[config.mk]
export PLATFORM = sky130hd
export DESIGN_NAME = ld_stride_prefetcher
export DESIGN_NICKNAME = d
export VERILOG_FILES = /design/src/rtl/pf_pkg.sv /design/src/rtl/stride_table.sv /design/src/rtl/pf_target_gen.sv /design/src/rtl/pf_queue.sv /design/src/rtl/ld_stride_prefetcher.sv
export SDC_FILE = /design/constraint.sdc
export NUM_CORES = 2
export LEC_CHECK = 0
export BUFFER_PORTS_ARGS = -buffer_cell sky130_fd_sc_hd__clkbuf_2
export CAP_MARGIN = 20
export CORE_UTILIZATION = 40
export CTS_CLUSTER_DIAMETER = 80
export DETAILED_ROUTE_END_ITERATION = 8
export GPL_TIMING_DRIVEN = 0
export SLEW_MARGIN = 15
export SYNTH_ARGS = -nofsm -noshare
export SYNTH_HDL_FRONTEND = slang
export SYNTH_SLANG_ARGS = --single-unit
[constraint.sdc]
create_clock -name clk -period 25.4 [get_ports clk]
set_input_delay 5.08 -clock clk [delete_from_list [all_inputs] [get_ports clk]]
set_output_delay 5.08 -clock clk [all_outputs]
set_load 0.05 [all_outputs]
[src/rtl/pf_pkg.sv]
// Package: shared confidence type and its saturating update helpers.
// Assumes a two-bit counter; the firing threshold is a fixed constant.
package pf_pkg;
    typedef logic [1:0] conf_t;
    localparam conf_t CONF_FIRE = 2'd2;

    // Saturating increment of the confidence counter.
    function automatic conf_t conf_up(input conf_t c);
        return (c == 2'd3) ? c : c + 2'd1;
    endfunction

    // Saturating decrement of the confidence counter.
    function automatic conf_t conf_down(input conf_t c);
        return (c == 2'd0) ? c : c - 2'd1;
    endfunction
endpackage

[src/rtl/stride_table.sv]
// Direct-mapped, PC-indexed stride table. Looks up the slot of the
// incoming load, decides whether it triggers, and updates the slot at the
// clock edge. Assumes ENTRIES is a power of two and less than 2**PC_W.
module stride_table
    import pf_pkg::*;
#(
    parameter int PC_W    = 16,
    parameter int ADDR_W  = 32,
    parameter int ENTRIES = 16
) (
    input  logic              clk,
    input  logic              rst_n,
    input  logic              ld_valid,
    input  logic [PC_W-1:0]   ld_pc,
    input  logic [ADDR_W-1:0] ld_addr,
    output logic              fire,
    output logic [ADDR_W-1:0] fire_stride
);
    localparam int IDX_W = $clog2(ENTRIES);
    localparam int TAG_W = PC_W - IDX_W;

    logic              ent_v      [ENTRIES];
    logic [TAG_W-1:0]  ent_tag    [ENTRIES];
    logic [ADDR_W-1:0] ent_last   [ENTRIES];
    logic [ADDR_W-1:0] ent_stride [ENTRIES];
    conf_t             ent_conf   [ENTRIES];

    logic [IDX_W-1:0]  idx;
    logic [TAG_W-1:0]  tag;
    logic              hit;
    logic              same;
    logic [ADDR_W-1:0] obs_stride;
    conf_t             conf_nx;

    // Look up the slot, compute the observed stride and decide on a trigger.
    always_comb begin
        idx        = ld_pc[IDX_W-1:0];
        tag        = ld_pc[PC_W-1:IDX_W];
        hit        = ent_v[idx] && (ent_tag[idx] == tag);
        obs_stride = ld_addr - ent_last[idx];
        same       = (obs_stride == ent_stride[idx]);
        conf_nx    = same ? conf_up(ent_conf[idx]) : conf_down(ent_conf[idx]);
        fire       = ld_valid && hit && same && (conf_nx >= CONF_FIRE)
                     && (obs_stride != '0);
        fire_stride = obs_stride;
    end

    // Clear the table on reset, otherwise allocate or train the indexed slot.
    always_ff @(posedge clk) begin
        if (!rst_n) begin
            for (int i = 0; i < ENTRIES; i++) begin
                ent_v[i]      <= 1'b0;
                ent_tag[i]    <= '0;
                ent_last[i]   <= '0;
                ent_stride[i] <= '0;
                ent_conf[i]   <= '0;
            end
        end else if (ld_valid) begin
            ent_v[idx]    <= 1'b1;
            ent_tag[idx]  <= tag;
            ent_last[idx] <= ld_addr;
            if (hit) begin
                ent_stride[idx] <= obs_stride;
                ent_conf[idx]   <= conf_nx;
            end else begin
                ent_stride[idx] <= '0;
                ent_conf[idx]   <= '0;
            end
        end
    end
endmodule

[src/rtl/pf_target_gen.sv]
// Target generator: forms DEGREE block-aligned addresses at
// base + (LOOKAHEAD + k) * stride. Pure combinational logic. Assumes
// BLK_BYTES is a power of two of at least 2.
module pf_target_gen #(
    parameter int ADDR_W    = 32,
    parameter int LOOKAHEAD = 2,
    parameter int DEGREE    = 2,
    parameter int BLK_BYTES = 64
) (
    input  logic [ADDR_W-1:0]             base,
    input  logic [ADDR_W-1:0]             stride,
    output logic [DEGREE-1:0][ADDR_W-1:0] tgt
);
    localparam int OFF_W = $clog2(BLK_BYTES);

    for (genvar k = 0; k < DEGREE; k++) begin : g_tgt
        logic [ADDR_W-1:0] raw;
        // One target: scaled stride added to the base, then block-aligned.
        always_comb begin
            raw    = base + stride * ADDR_W'(LOOKAHEAD + k);
            tgt[k] = {raw[ADDR_W-1:OFF_W], {OFF_W{1'b0}}};
        end
    end
endmodule

[src/rtl/pf_queue.sv]
// Group FIFO: takes GRP entries at once when enough slots are free
// (counted before this cycle's pop), and gives out one entry per pop.
// Assumes DEPTH is a power of two and GRP <= DEPTH.
module pf_queue #(
    parameter int ADDR_W = 32,
    parameter int DEPTH  = 4,
    parameter int GRP    = 2,
    localparam int CNT_W = $clog2(DEPTH + 1)
) (
    input  logic                       clk,
    input  logic                       rst_n,
    input  logic                       push,
    input  logic [GRP-1:0][ADDR_W-1:0] push_data,
    input  logic                       pop,
    output logic [ADDR_W-1:0]          head,
    output logic                       nonempty,
    output logic [CNT_W-1:0]           count
);
    localparam int PTR_W = (DEPTH > 1) ? $clog2(DEPTH) : 1;

    logic [ADDR_W-1:0] slot [DEPTH];
    logic [PTR_W-1:0]  wptr, rptr;
    logic              take;
    logic              drop_one;

    // Accept a group only when all of it fits; pop only a present entry.
    always_comb begin
        take     = push && ((int'(DEPTH) - int'(count)) >= GRP);
        drop_one = pop && (count != '0);
        nonempty = (count != '0);
        head     = slot[rptr];
    end

    // Move the pointers and the occupancy.
    always_ff @(posedge clk) begin
        if (!rst_n) begin
            wptr  <= '0;
            rptr  <= '0;
            count <= '0;
        end else begin
            if (take)     wptr <= PTR_W'(int'(wptr) + GRP);
            if (drop_one) rptr <= PTR_W'(int'(rptr) + 1);
            count <= CNT_W'(int'(count) + (take ? GRP : 0) - (drop_one ? 1 : 0));
        end
    end

    // Write an accepted group into consecutive slots.
    always_ff @(posedge clk) begin
        if (take) begin
            for (int k = 0; k < GRP; k++) begin
                slot[PTR_W'(int'(wptr) + k)] <= push_data[k];
            end
        end
    end
endmodule

[src/rtl/ld_stride_prefetcher.sv]
// Top: PC-indexed stride prefetcher. It trains a stride table on loads,
// turns a confirmed trigger into a group of targets and sends them out
// through a group FIFO with a ready/valid handshake.
// Assumes ENTRIES, QDEPTH, BLK_BYTES are powers of two, DEGREE <= QDEPTH.
module ld_stride_prefetcher #(
    parameter int PC_W      = 16,
    parameter int ADDR_W    = 32,
    parameter int ENTRIES   = 16,
    parameter int LOOKAHEAD = 2,
    parameter int DEGREE    = 2,
    parameter int QDEPTH    = 4,
    parameter int BLK_BYTES = 64
) (
    input  logic              clk,
    input  logic              rst_n,
    input  logic              ld_valid,
    input  logic [PC_W-1:0]   ld_pc,
    input  logic [ADDR_W-1:0] ld_addr,
    input  logic              pf_ready,
    output logic              pf_valid,
    output logic [ADDR_W-1:0] pf_addr
);
    localparam int CNT_W = $clog2(QDEPTH + 1);

    logic                          grp_push;
    logic [ADDR_W-1:0]             grp_stride;
    logic [DEGREE-1:0][ADDR_W-1:0] grp_tgt;
    logic [CNT_W-1:0]              q_count;
    logic                          q_pop;

    stride_table #(
        .PC_W(PC_W), .ADDR_W(ADDR_W), .ENTRIES(ENTRIES)
    ) table_i (
        .clk(clk), .rst_n(rst_n), .ld_valid(ld_valid), .ld_pc(ld_pc),
        .ld_addr(ld_addr), .fire(grp_push), .fire_stride(grp_stride)
    );

    pf_target_gen #(
        .ADDR_W(ADDR_W), .LOOKAHEAD(LOOKAHEAD), .DEGREE(DEGREE),
        .BLK_BYTES(BLK_BYTES)
    ) gen_i (
        .base(ld_addr), .stride(grp_stride), .tgt(grp_tgt)
    );

    // Handshake: an entry leaves when offered and accepted.
    assign q_pop = pf_valid && pf_ready;

    pf_queue #(
        .ADDR_W(ADDR_W), .DEPTH(QDEPTH), .GRP(DEGREE)
    ) queue_i (
        .clk(clk), .rst_n(rst_n), .push(grp_push), .push_data(grp_tgt),
        .pop(q_pop), .head(pf_addr), .nonempty(pf_valid), .count(q_count)
    );
endmodule

==> results.sh <==
export IMPL_cts_sinks=1376
export IMPL_syn_area_um2=65600
export IMPL_rsz0062_at_grt="false"
export IMPL_root_buffer="clkbuf_16"
export IMPL_vias_per_cell=6.12
export IMPL_fin_tns_setup_ns=0
export IMPL_path_class="primary input to flop"
export IMPL_fillers=14300
export IMPL_post_cts_resized=0
export IMPL_synth_seq_cells=1376
export IMPL_hp_class="flop to flop"
export IMPL_cpMaxStageDelayCell="clkbuf_1"
export IMPL_period_share_pct=62.4
export IMPL_drt_wl_total_um=224000
export IMPL_path_clk_slew_ns=0.06
export IMPL_power_switching_mw=2.05
export IMPL_maxCapViolCount=0
export IMPL_ys_top_cells_by_area="edfxtp_1, mux4_2, and3_1"
export IMPL_grt_start_max_net_pins=42
export IMPL_power_density_nw_per_um2=87.4
export IMPL_grt_usage_pct=27.1
export IMPL_cp_start_kind="primary input"
export IMPL_place_ws_ns=8.95
export IMPL_grt_pass1_vias=42400
export IMPL_dp_hpwl_um=152000
export IMPL_clkLatencyLatePin_ns=0.81
export IMPL_htree_levels=4
export IMPL_max_stage_delay_ns=0.88
export IMPL_clock_skew_ns=0.0447
export IMPL_hold_buffers=0
export IMPL_post_route_util_pct=45.9
export IMPL_drc=0
export IMPL_crit_fanout=26
export IMPL_max_slew_margin_pct=15.5
export IMPL_arrival_ns=16.30
export IMPL_cts_setup_buffers=0
export IMPL_outcome="finished clean"
export IMPL_max_slew_worst_pin_slew_ns=1.27
export IMPL_total_power_mw=6.52
export IMPL_rows=148
export IMPL_postSynth_asyncResetShare_pct=0
export IMPL_setup_viol=0
export IMPL_fmax_mhz=63.1
export IMPL_fin_crit_ns=15.84
export IMPL_yosys_warnings=0
export IMPL_synth_top_area_share_pct=61.9
export IMPL_power_internal_mw=4.47
export IMPL_final_hold_viol_count=0
export IMPL_avgSynthCellArea_um2=14.7
export IMPL_yosysTopAreaCell="edfxtp_1"
export IMPL_num_vias=43000
export IMPL_drive_above_1_share_pct=17.9
export IMPL_die_x_um=407
export IMPL_gp_congestion=0.943
export IMPL_start_util_pct=40.3
export IMPL_ys_seq_area_share_pct=62.6
export IMPL_synth_cell_types=84
export IMPL_synth_edf_count=1352
export IMPL_antenna_found_initial=12
export IMPL_area_growth_pct=13.7
export IMPL_power_frac_seq_pct=41.9
export IMPL_synth_top_flop_cell="edfxtp_1"
export IMPL_io_buffers=70
export IMPL_clkPwrFrac_pct=32.2
export IMPL_ir_worst_vdd_mv=0.0897
export IMPL_io_pins=85
export IMPL_endpoint_kind="flop"
export IMPL_ys_top_cells_by_count="edfxtp_1, and3_1, nor2_1"
export IMPL_firstDrtPassIters=6
export IMPL_grt_pass1_wl_um=314000
export IMPL_cts_buffers=147
export IMPL_drtIter0Drc=6190
export IMPL_drv_slew=0
export IMPL_swShare_pct=31.4
export IMPL_nets=4923
export IMPL_syn_inst=4454
export IMPL_cp_required_ns=25.87
export IMPL_cts_tree="done"
export IMPL_die_h_um=407
export IMPL_dieArea_um2=166000
export IMPL_fp_coreArea_um2=163000
export IMPL_cts_path_max_buffers=3
export IMPL_yosysMostFrequentCell="edfxtp_1"
export IMPL_finalWorstSetupSlack_ns=9.56
export IMPL_p_leak_nw=28.4
export IMPL_ant_nets=0
export IMPL_p_comb_share_pct=25.9
export IMPL_routedWlPerCell_um=31.9
export IMPL_gr_total_overflow=0
[worst max-delay path, delay by kind of cell]
| family | cells | cell delay, ns |
|---|---|---|
| muxes | 2 | 0.91 |
| and+or+nand+nor | 7 | 1.37 |
| buffers and inverters | 12 | 5.22 |
| AOI/OAI and AO/OA | 8 | 2.42 |
| xor gates and xnor gates | 1 | 0.85 |
| adders and majority gates | 2 | 0.36 |
[cells by family (layout without fill, tap and decap cells)]
logic type,count (synthesis),count (layout),synth area share [%]
other,1,13,0.00571
buffers and inverters,504,890,3.20
XOR/XNOR,134,134,1.97
multiplexers,425,425,14.2
flip-flops,1376,1376,62.6
AO/OA/AOI/OAI,286,286,2.97
adder cells (fa/ha/maj),135,135,2.70
AND/OR/NAND/NOR,1593,1593,12.3
[final cells by class]
cell class	instances	area [µm²]	area share [%]
antenna	7	17.5	0.0235
inverter	89	334	0.448
tap	2175	2720	3.65
buffer	415	1780	2.38
clock inverter	75	671	0.898
multi-input combinational	2579	22600	30.3
timing repair buffer	128	1510	2.02
clock buffer	183	3930	5.26
sequential	1376	41100	55.0
[power groups by stage]
stage / sequential [mW] / clock (mW) / combinational [mW]
2_1_floorplan: 2.78 / 0 / 1.14
3_3_place_gp: 2.80 / 0 / 1.63
3_5_place_dp: 2.78 / 0 / 1.66
4_1_cts: 2.73 / 2.10 / 1.67
5_1_grt: 2.74 / 2.19 / 1.83
6_report: 2.73 / 2.10 / 1.69
[registers in the layout (all words and copies together), names as in the netlist, 2 cells and up, named ones only]
| signal | cells |
|---|---|
| table_i.ent_v | 16 |
| queue_i.rptr | 2 |
| queue_i.slot | 104 |
| table_i.ent_stride | 512 |
| table_i.ent_tag | 192 |
| table_i.ent_last | 512 |
| queue_i.count | 3 |
| table_i.ent_conf | 32 |
[cells in the final DEF, fill, tap and decap left out, drive strengths merged, types with 7 or more instances in the layout]
master	count
a211o	7
a211oi	9
a21o	35
a21oi	74
a221oi	7
a22o	8
and2	14
and3	655
and4	8
buf	153
clkbuf	573
clkinv	65
dfxtp	24
diode	7
edfxtp	1352
fa	11
ha	124
inv	91
mux2i	16
mux4	407
nand2	115
nand2b	9
nand3	18
nand4	14
nor2	650
nor2b	10
nor3	58
nor4	9
nor4b	7
o21a	14
o21ai	65
o21bai	10
or2	8
xnor2	93
xor2	33
[path summary, 6_finish.rpt]
kind	from	endpoint	slack, ns	cells after the start
setup / recovery	ld_pc[1]	queue_i.slot[2][9]	9.56	32
hold / removal	table_i.ent_v[4]	table_i.ent_v[4]	0.45	2
setup reg to reg	table_i.ent_last[7][12]	queue_i.slot[2][9]	17.69	25
hold reg to reg	table_i.ent_v[4]	table_i.ent_v[4]	0.45	2
[per-layer routing]
layer | part of all wire [%] | GRT usage, % | vias to the layer above
met5 | 0.0058 | 0 | -
li1 | - | - | 17700
met4 | 4.3 | 11.1 | 2
met2 | 46 | 42.8 | 2722
met3 | 11 | 5.91 | 461
met1 | 38 | 36.3 | 22200
[stage by stage]
step / instance area, µm² / hold slack [ns] / std cells
after floorplan: 65700 / 0.418 / 4459
after global placement: 68700 / 0.427 / 6704
after detailed placement: 69900 / 0.438 / 6749
after CTS: 74500 / 0.448 / 7007
after global routing: 74600 / 0.454 / 7024
final: 74700 / 0.452 / 7027
Note: power is estimated with default switching activity, not from simulation.
